--- src/rtl/gather_pkg.sv ---
package gather_pkg;
  typedef enum logic [1:0] {
    ST_IDLE,
    ST_SCAN,
    ST_REQ,
    ST_WAIT
  } seq_state_e;

  typedef struct packed {
    logic legal;
    logic wide;
    logic sext;
    logic scaled;
    logic use_sp;
  } gdec_t;

  localparam logic [8:0] OPC_HI  = 9'b110001011;
  localparam logic [1:0] OPC_MID = 2'b10;
  localparam logic [4:0] SP_REG  = 5'd31;
endpackage

--- src/rtl/gather_decode.sv ---
module gather_decode
  import gather_pkg::*;
(
  input  logic [31:0] instr,
  output gdec_t       dec
);
  // register-number fields are consumed outside this block
  logic unused_fields;
  assign unused_fields = ^{instr[20:16], instr[12:10], instr[4:0]};

  always_comb begin
    dec.wide   = instr[15];
    dec.sext   = !instr[15] && instr[22];
    dec.scaled = instr[21];
    dec.use_sp = (instr[9:5] == SP_REG);
    dec.legal  = (instr[31:23] == OPC_HI) && (instr[14:13] == OPC_MID) &&
                 (!instr[15] || instr[22]);
  end
endmodule

--- src/rtl/gather_addr_gen.sv ---
module gather_addr_gen #(
  parameter int ADDR_W   = 64,
  parameter int NARROW_W = 32,
  parameter int SCALE_SH = 3
) (
  input  logic [ADDR_W-1:0] base,
  input  logic [ADDR_W-1:0] index,
  input  logic              wide,
  input  logic              sext,
  input  logic              scaled,
  output logic [ADDR_W-1:0] addr
);
  localparam int EXT_W = ADDR_W - NARROW_W;

  logic [ADDR_W-1:0] offs;

  always_comb begin
    if (wide)
      offs = index;
    else if (sext)
      offs = {{EXT_W{index[NARROW_W-1]}}, index[NARROW_W-1:0]};
    else
      offs = {{EXT_W{1'b0}}, index[NARROW_W-1:0]};
    addr = base + (scaled ? (offs << SCALE_SH) : offs);
  end
endmodule

--- src/rtl/gather_ld_seq.sv ---
module gather_ld_seq
  import gather_pkg::*;
#(
  parameter int LANES         = 8,
  parameter int DATA_W        = 64,
  parameter int ADDR_W        = 64,
  parameter int SP_ALIGN_BITS = 4
) (
  input  logic                    clk,
  input  logic                    rst,
  input  logic                    start,
  input  logic [31:0]             instr,
  input  logic [ADDR_W-1:0]       gpr_base,
  input  logic [ADDR_W-1:0]       sp_base,
  input  logic [LANES*DATA_W-1:0] index_vec,
  input  logic [LANES*DATA_W/8-1:0] pred,
  output logic                    req_valid,
  output logic [ADDR_W-1:0]       req_addr,
  input  logic                    req_ready,
  input  logic                    rsp_valid,
  output logic                    rsp_ready,
  input  logic [DATA_W-1:0]       rsp_data,
  input  logic                    rsp_err,
  output logic [LANES*DATA_W-1:0] result,
  output logic                    done,
  output logic                    busy,
  output logic                    undef_fault,
  output logic                    align_fault,
  output logic                    mem_fault
);
  localparam int PRED_STRIDE = DATA_W / 8;
  localparam int LANE_W      = (LANES > 1) ? $clog2(LANES) : 1;
  localparam logic [LANE_W-1:0] LAST_LANE = LANE_W'(LANES - 1);

  seq_state_e              state;
  gdec_t                   dec;
  logic [LANE_W-1:0]       lane;
  logic [LANES-1:0]        pred_lane;
  logic [LANES-1:0]        pred_q;
  logic [LANES*DATA_W-1:0] idx_q;
  logic [ADDR_W-1:0]       base_q;
  logic                    wide_q, sext_q, scaled_q;
  logic [ADDR_W-1:0]       lane_addr;
  logic [DATA_W-1:0]       lane_index;
  logic                    sp_misaligned;
  logic                    unused_pred;

  // only the lowest predicate bit of each lane's byte group matters
  assign unused_pred = ^pred;

  for (genvar e = 0; e < LANES; e++) begin : g_pred
    assign pred_lane[e] = pred[e*PRED_STRIDE];
  end

  gather_decode u_dec (
    .instr (instr),
    .dec   (dec)
  );

  assign lane_index    = idx_q[lane*DATA_W +: DATA_W];
  assign sp_misaligned = (sp_base[SP_ALIGN_BITS-1:0] != '0);

  gather_addr_gen #(
    .ADDR_W   (ADDR_W),
    .NARROW_W (32),
    .SCALE_SH (3)
  ) u_agen (
    .base   (base_q),
    .index  (lane_index[ADDR_W-1:0]),
    .wide   (wide_q),
    .sext   (sext_q),
    .scaled (scaled_q),
    .addr   (lane_addr)
  );

  assign busy      = (state != ST_IDLE);
  assign rsp_ready = (state == ST_WAIT);

  always_ff @(posedge clk) begin
    if (rst) begin
      state       <= ST_IDLE;
      lane        <= '0;
      pred_q      <= '0;
      idx_q       <= '0;
      base_q      <= '0;
      wide_q      <= 1'b0;
      sext_q      <= 1'b0;
      scaled_q    <= 1'b0;
      req_valid   <= 1'b0;
      req_addr    <= '0;
      result      <= '0;
      done        <= 1'b0;
      undef_fault <= 1'b0;
      align_fault <= 1'b0;
      mem_fault   <= 1'b0;
    end else begin
      done <= 1'b0;
      unique case (state)
        ST_IDLE: begin
          if (start) begin
            undef_fault <= 1'b0;
            align_fault <= 1'b0;
            mem_fault   <= 1'b0;
            if (!dec.legal) begin
              undef_fault <= 1'b1;
            end else if (dec.use_sp && sp_misaligned) begin
              align_fault <= 1'b1;
            end else begin
              base_q   <= dec.use_sp ? sp_base : gpr_base;
              wide_q   <= dec.wide;
              sext_q   <= dec.sext;
              scaled_q <= dec.scaled;
              pred_q   <= pred_lane;
              idx_q    <= index_vec;
              result   <= '0;
              lane     <= '0;
              state    <= ST_SCAN;
            end
          end
        end
        ST_SCAN: begin
          if (pred_q[lane]) begin
            req_valid <= 1'b1;
            req_addr  <= lane_addr;
            state     <= ST_REQ;
          end else if (lane == LAST_LANE) begin
            done  <= 1'b1;
            state <= ST_IDLE;
          end else begin
            lane <= lane + LANE_W'(1);
          end
        end
        ST_REQ: begin
          if (req_ready) begin
            req_valid <= 1'b0;
            state     <= ST_WAIT;
          end
        end
        ST_WAIT: begin
          if (rsp_valid) begin
            if (rsp_err) begin
              mem_fault <= 1'b1;
              state     <= ST_IDLE;
            end else begin
              result[lane*DATA_W +: DATA_W] <= rsp_data;
              if (lane == LAST_LANE) begin
                done  <= 1'b1;
                state <= ST_IDLE;
              end else begin
                lane  <= lane + LANE_W'(1);
                state <= ST_SCAN;
              end
            end
          end
        end
        default: state <= ST_IDLE;
      endcase
    end
  end
endmodule

--- config.mk ---
export PLATFORM = sky130hd
export DESIGN_NAME = gather_ld_seq
export DESIGN_NICKNAME = d
export VERILOG_FILES = /design/src/rtl/gather_pkg.sv /design/src/rtl/gather_decode.sv /design/src/rtl/gather_addr_gen.sv /design/src/rtl/gather_ld_seq.sv
export SDC_FILE = /design/constraint.sdc
export NUM_CORES = 2
export LEC_CHECK = 0
export ABC_CLOCK_PERIOD_IN_PS = 4700
export BUFFER_PORTS_ARGS = -buffer_cell sky130_fd_sc_hd__buf_4
export CAP_MARGIN = 10
export CORE_AREA = 10 10 530 532
export CTS_CLUSTER_DIAMETER = 80
export DETAILED_ROUTE_END_ITERATION = 8
export DIE_AREA = 0 0 540 542
export PLACE_DENSITY = 0.39
export SYNTH_ARGS = -nofsm -noshare
export SYNTH_HDL_FRONTEND = slang
export SYNTH_SLANG_ARGS = --single-unit
export TNS_END_PERCENT = 5
--- constraint.sdc ---
create_clock -name clk -period 4.7 [get_ports clk]
set_input_delay 0.94 -clock clk [delete_from_list [all_inputs] [get_ports clk]]
set_output_delay 0.94 -clock clk [all_outputs]
set_load 0.02 [all_outputs]
Word-level counts from Yosys, hierarchy flattened
Cells that the tools add are included.
- bits in registers: 1173
- input bits: 806
- output and inout port bits: 583
- word-level logic and storage cells: 106
- add/sub/neg operators: 3
- $lt $le $gt $ge: 1
- equal/unequal tests: 17
- shifts and indexed selects: 3
- multiplexer cells: 46
- bitwise gates (word level): 1
- reductions and logical operators: 20
- operators by type and width (cell ; number):
    512-bit 2-to-1 mux ; 5
    512-bit case mux with 2 select lines ; 1
    512-bit bitwise mux ; 1
    64-bit by 34-bit variable shift with 512-bit output, first input constant ; 1
    512-bit by 10-bit indexed part select with 64-bit output ; 1
    64-bit by 34-bit indexed part select with 512-bit output ; 1
    64-bit 2-to-1 mux ; 4
    64-bit adder ; 1
    9-bit negation with 34-bit output ; 1
    3-bit 2-to-1 mux ; 7
    2-bit inequality test, second input constant ; 8
    1-bit 2-to-1 mux ; 15
    2-bit 2-to-1 mux ; 7
    6-bit AND reduction ; 2
    9-bit == test, second input constant ; 1
    3-bit case mux with 3 select lines ; 1
    2-bit case mux with 4 select lines ; 1
    4-bit AND reduction ; 2
    7-bit AND reduction ; 1
    2-bit == test, second input constant ; 3
    1-bit case mux with 2 select lines ; 3
    2-bit nonzero test ; 3
    5-bit == test, second input constant ; 1
    1-bit logical AND ; 4
    15 further kinds ; 16

Logic depth before layout (Yosys ltp)
- depth after elaboration: 6
- depth in mapped cells: 21
- mapped depth without buffers: 16

Hierarchy
A second synthesis with hierarchy kept.
- cells, all modules: 5756
- area, all modules: 49613.8 um^2
- by module, submodules not included (module ; times used ; cells an instance ; area an instance (um^2) ; sequential area each (um^2)):
    gather_ld_seq ; 1 ; 5067 ; 44725.4 ; 23482.5
    gather_addr_gen ; 1 ; 678 ; 4808.4 ; 0.0
    gather_decode ; 1 ; 11 ; 80.1 ; 0.0

Worst setup path after synthesis
No wires, ideal clock.
- path type: reg-to-reg
- from: reg lane[0]
- to: reg req_addr[18]
- setup time: 0.070 ns
- arrival: 4.945 ns
- data required time: 4.630 ns
- slack: -0.315 ns
- stages on the path, launching flop included: 21
- path buffers: 5
- clock period less this slack: 5.015 ns
- path through: dfxtp_1 > buf_4 > buf_4 > buf_2 > buf_2 > buf_2 > mux4_2 > mux2i_1 > nor2_1 > ha_1 > fa_1 > a21o_1 > a221o_1 > a31o_4 > a211o_2 > a21o_1 > a21o_1 > a21boi_1 > xnor2_1 > nand2_1 > a21oi_1
- word-level cells in the longest chain between the ends: 5
- elaborated cells between the ends (all ways): 8
- classes of those cells: add/sub: 1; shift: 1; mux: 5; reduce/logical: 1
- RTL lines (item ; line ; text):
    start, declared ; gather_ld_seq.sv:37 ; logic [LANE_W-1:0] lane;
    start signal, assigned ; gather_ld_seq.sv:130 ; lane <= lane + LANE_W'(1);
    start signal, assigned ; gather_ld_seq.sv:150 ; lane <= lane + LANE_W'(1);
    512-bit by 10-bit indexed part select with 64-bit output ; gather_ld_seq.sv:60 ; assign lane_index = idx_q[lane*DATA_W +: DATA_W];
    64-bit 2-to-1 mux ; gather_addr_gen.sv:20 ; else if (sext)
    64-bit 2-to-1 mux ; gather_addr_gen.sv:18 ; if (wide)
    64-bit 2-to-1 mux ; gather_addr_gen.sv:24 ; addr = base + (scaled ? (offs << SCALE_SH) : offs);
    64-bit adder ; gather_addr_gen.sv:24 ;
    end signal, assigned ; gather_ld_seq.sv:124 ; req_addr <= lane_addr;
    end, declared ; gather_ld_seq.sv:18 ; output logic [ADDR_W-1:0] req_addr,
Parallel ways exist; a longest one is shown, timed or not. The select of a mux whose other input is x is not followed.
A chain may end at the register's enable or synchronous reset.

Worst setup path after layout
- from: reg lane[0]
- to: reg req_addr[62]
Same word-level chain as after synthesis.

==> qor.yml <==
crit_buf_inv: 3
via_per_inst: 4.54
critPathLaunchType: "flop"
synth_nets: 6627
track_usage_pct: 19.8
leakage_nw: 27.1
max_freq_ghz: 0.211
synthAdderAreaFrac_pct: 1.83
yosysUniqueCellTypes: 78
cpPeakStageDelay_ns: 0.62
synth-xor-area-share_pct: 0.982
yosys_warnings: 0
synth_seq_cells: 1173
worstSetupEndpointType: "flop"
hold_violations: 0
dieWidth_um: 540
port_buffers: 1319
clock_latency_ns: 0.87
clk_path_buf_depth: 3
critical_path.cell_chain: "buf_12, buf_16, buf_12, mux4_2, mux4_2, ha_4, and4_4, and3_4, a221o_2, a31oi_4, o21a_4, o41ai_4, a21oi_4, a211oi_4, mux2_4, o22ai_2"
synthMuxAreaShare_pct: 8.74
row_count: 191
final_antenna_net_count: 0
synthArstFlopShare_pct: 0
maxSlewHeadroom_pct: 28.4
cts-root-buf: "clkbuf_16"
grt_pass1_vias: 47075
path_delay_family: "multiplexers"
final.period_utilization_pct: 101
final_util_pct: 26.0
cts.clk_slew.worst_paths_ns: 0.06
grt_pass1_wl_um: 409000
grt_max_degree: 177
maxCapViolCount: 0
antenna_found_initial: 71
coreArea_um2: 270000
hold_path.class: "in -> reg"
cp.required_ns: 5.39
nets: 7900
via_count: 48822
cp_max_fo: 7
synth_top_area_share_pct: 47.9
synth-edff-count: 0
synthTopCellsByArea: "dfxtp_1 (48%), nand2_1 (10%), a21oi_1 (7.8%)"
synth_area_um2: 49000
status: "complete, but fails checks"
start_util_pct: 18.2
skew_ns: 0.100
ys_seq_area_share_pct: 47.9
post_drt_wl_per_cell_um: 28.7
layout_setup_ws_ns: -0.0501
ios: 1389
setup.worst_path.class: "reg -> reg"
slowest_stage: "mux4_2"
dr.pass1.iters: 5
met3_usage_pct: 4.93
gr-total-overflow: 0
die_h_um: 542
ctsHoldBuffers: 0
gp_congestion: 0.894
rsz0062_at_grt: "true"
fin_cells: 10744
synth-compound-area-share_pct: 18.6
synth-simple-area-share_pct: 17.4
cts.sinks: 1173
synth_top_area_cell: "dfxtp_1"
arrival_ns: 5.44
violations: "negative setup slack"
gr-usage-met1_pct: 26.3
ys.flop_type: "dfxtp_1"
drcViolationCount: 0
wl_um: 309000
htree_levels: 4
hpwl_um: 244000
ir_drop_mv: 0.430
dp_cells: 10417
cts_tree: "done"
use_met2_pct: 30.9
layout-drive-gt1-share_pct: 30.1
period_minus_slack_ns: 4.75
drtIter0Drc: 4295
area_growth_pct: 43.2
avgSynthCellArea_um2: 8.53
numCtsBuffers: 151
tightest_slew_ns: 1.07
slew_viol_final: 0
synth_top_family_by_area: "compound AO/OA/AOI/OAI gates"
pwr_density_cell_nw_per_um2: 328
synthCells: 5750
setup_viol: 1
die_area_um2: 293000
grt.busiest_layer: "met2"
[per-stage QoR]
stage | total power, mW | instance area, um2 | TNS (ns) | setup WS, ns | hold WS (ns)
after floorplan | 10.6 | 49100 | 0 | 0.0105 | 0.433
after CTS | 23.4 | 69800 | -0.0478 | -0.0478 | 0.249
final | 23.0 | 70200 | -0.0501 | -0.0501 | 0.338
after global placement | 11.6 | 64600 | -1.46 | -0.355 | 0.439
after global routing | 23.8 | 70200 | -0.911 | -0.142 | 0.289
after detailed placement | 11.6 | 64600 | -1.24 | -0.323 | 0.443
[layout make-up]
type / instances / area, um2
clock inverters: 49 / 731
multi-input cells: 4008 / 23800
flip-flops and latches: 1173 / 23500
repair buffers: 1663 / 13300
well taps: 3570 / 4470
inverters: 26 / 100
diodes: 38 / 95.1
clock buffers: 217 / 4280
fillers: 29544 / 200000
[registers in the layout, summed over array words and instances (netlist names), named ones only]
| register | flops |
|---|---|
| align_fault | 1 |
| base_q | 64 |
| done | 1 |
| idx_q | 512 |
| lane | 3 |
| mem_fault | 1 |
| pred_q | 8 |
| req_addr | 64 |
| req_valid | 1 |
| result | 512 |
| scaled_q | 1 |
| sext_q | 1 |
| state | 1 |
| undef_fault | 1 |
| wide_q | 1 |
[what timing repair did]
action,in CTS,in global routing
cloned,1,0
pin swaps,3,26
setup endpoints to repair,9,26
setup buffers,5,18
resized for setup,16,62
[layer usage]
layer	vias to the layer above	part of all wire, %
met1	24092	45
met4	14	4.1
li1	22516	-
met2	1803	44
met5	-	0.027
met3	397	6.7
[worst paths after layout]
check	to	slack [ns]	from	cells past startpoint
setup / recovery	req_addr[62]$_SDFFE_PP0P_	-0.05	lane[0]$_SDFFE_PP0P_	16
hold / removal	idx_q[143]$_SDFFE_PP0P_	0.34	index_vec[143]	3
setup reg to reg	req_addr[62]$_SDFFE_PP0P_	-0.05	lane[0]$_SDFFE_PP0P_	16
hold reg to reg	idx_q[484]$_SDFFE_PP0P_	0.45	idx_q[484]$_SDFFE_PP0P_	2
[Yosys cell counts (3+ instances only)]
master,instances
a211oi_1,76
a21o_1,34
a21oi_1,769
a221o_1,5
a22oi_1,449
a311oi_1,12
a31o_2,3
a31oi_1,8
and2_1,7
and3_1,7
and4b_1,3
buf_1,26
buf_2,46
clkbuf_1,469
dfxtp_1,1173
ha_1,70
inv_1,25
mux2i_1,96
mux4_2,147
nand2_1,1326
nand2b_1,12
nand3_1,93
nand3b_1,4
nand4_1,23
nor2_1,623
nor2b_1,6
nor3_1,14
nor4_1,6
o211ai_1,4
o21ai_0,58
o21ai_1,11
o21bai_1,14
or2_2,5
or3_1,11
or4_1,4
xnor2_1,38
xor2_1,17
[cell families (layout without fill, tap and decap cells)]
group,after synthesis,after routing
AOI/OAI and AO/OA,1479,1479
xor gates and xnor gates,55,55
adders and majority gates,71,71
buffers and inverters,569,1955
DFF,1173,1173
muxes,244,244
other,0,38
and+or+nand+nor,2159,2159
[power by group]
group / internal (mW) / switching, mW / total, mW
Clock: 6.61 / 5.05 / 11.7
Combinational: 0.523 / 0.884 / 1.41
Sequential: 9.95 / 0.00544 / 9.95
Total: 17.1 / 5.94 / 23.0
[worst register-to-register path: stages, from the launching register on]
cell	delay, ns
dfxtp_4	0.38
buf_12	0.15
buf_16	0.15
buf_12	0.14
mux4_2	0.62
mux4_2	0.61
ha_4	0.33
and4_4	0.23
and3_4	0.18
a221o_2	0.19
a31oi_4	0.06
o21a_4	0.27
o41ai_4	0.48
a21oi_4	0.16
a211oi_4	0.31
mux2_4	0.33
o22ai_2	0.08
[placed cells by master, fill, tap and decap left out, types with 49 or more instances in the layout]
master     Yosys  final
a22oi_1      449    449
ha_1          70     59
nand2_1     1326   1318
mux4_2       147    147
clkbuf_16      0    151
nand3_1       93     92
nor2_1       623    614
buf_4          2   1598
mux2i_1       96     91
a211oi_1      76     75
buf_12         0     54
o21ai_0       58     49
dfxtp_1     1173   1168
a21oi_1      769    759
(Power assumes the default switching activity.)
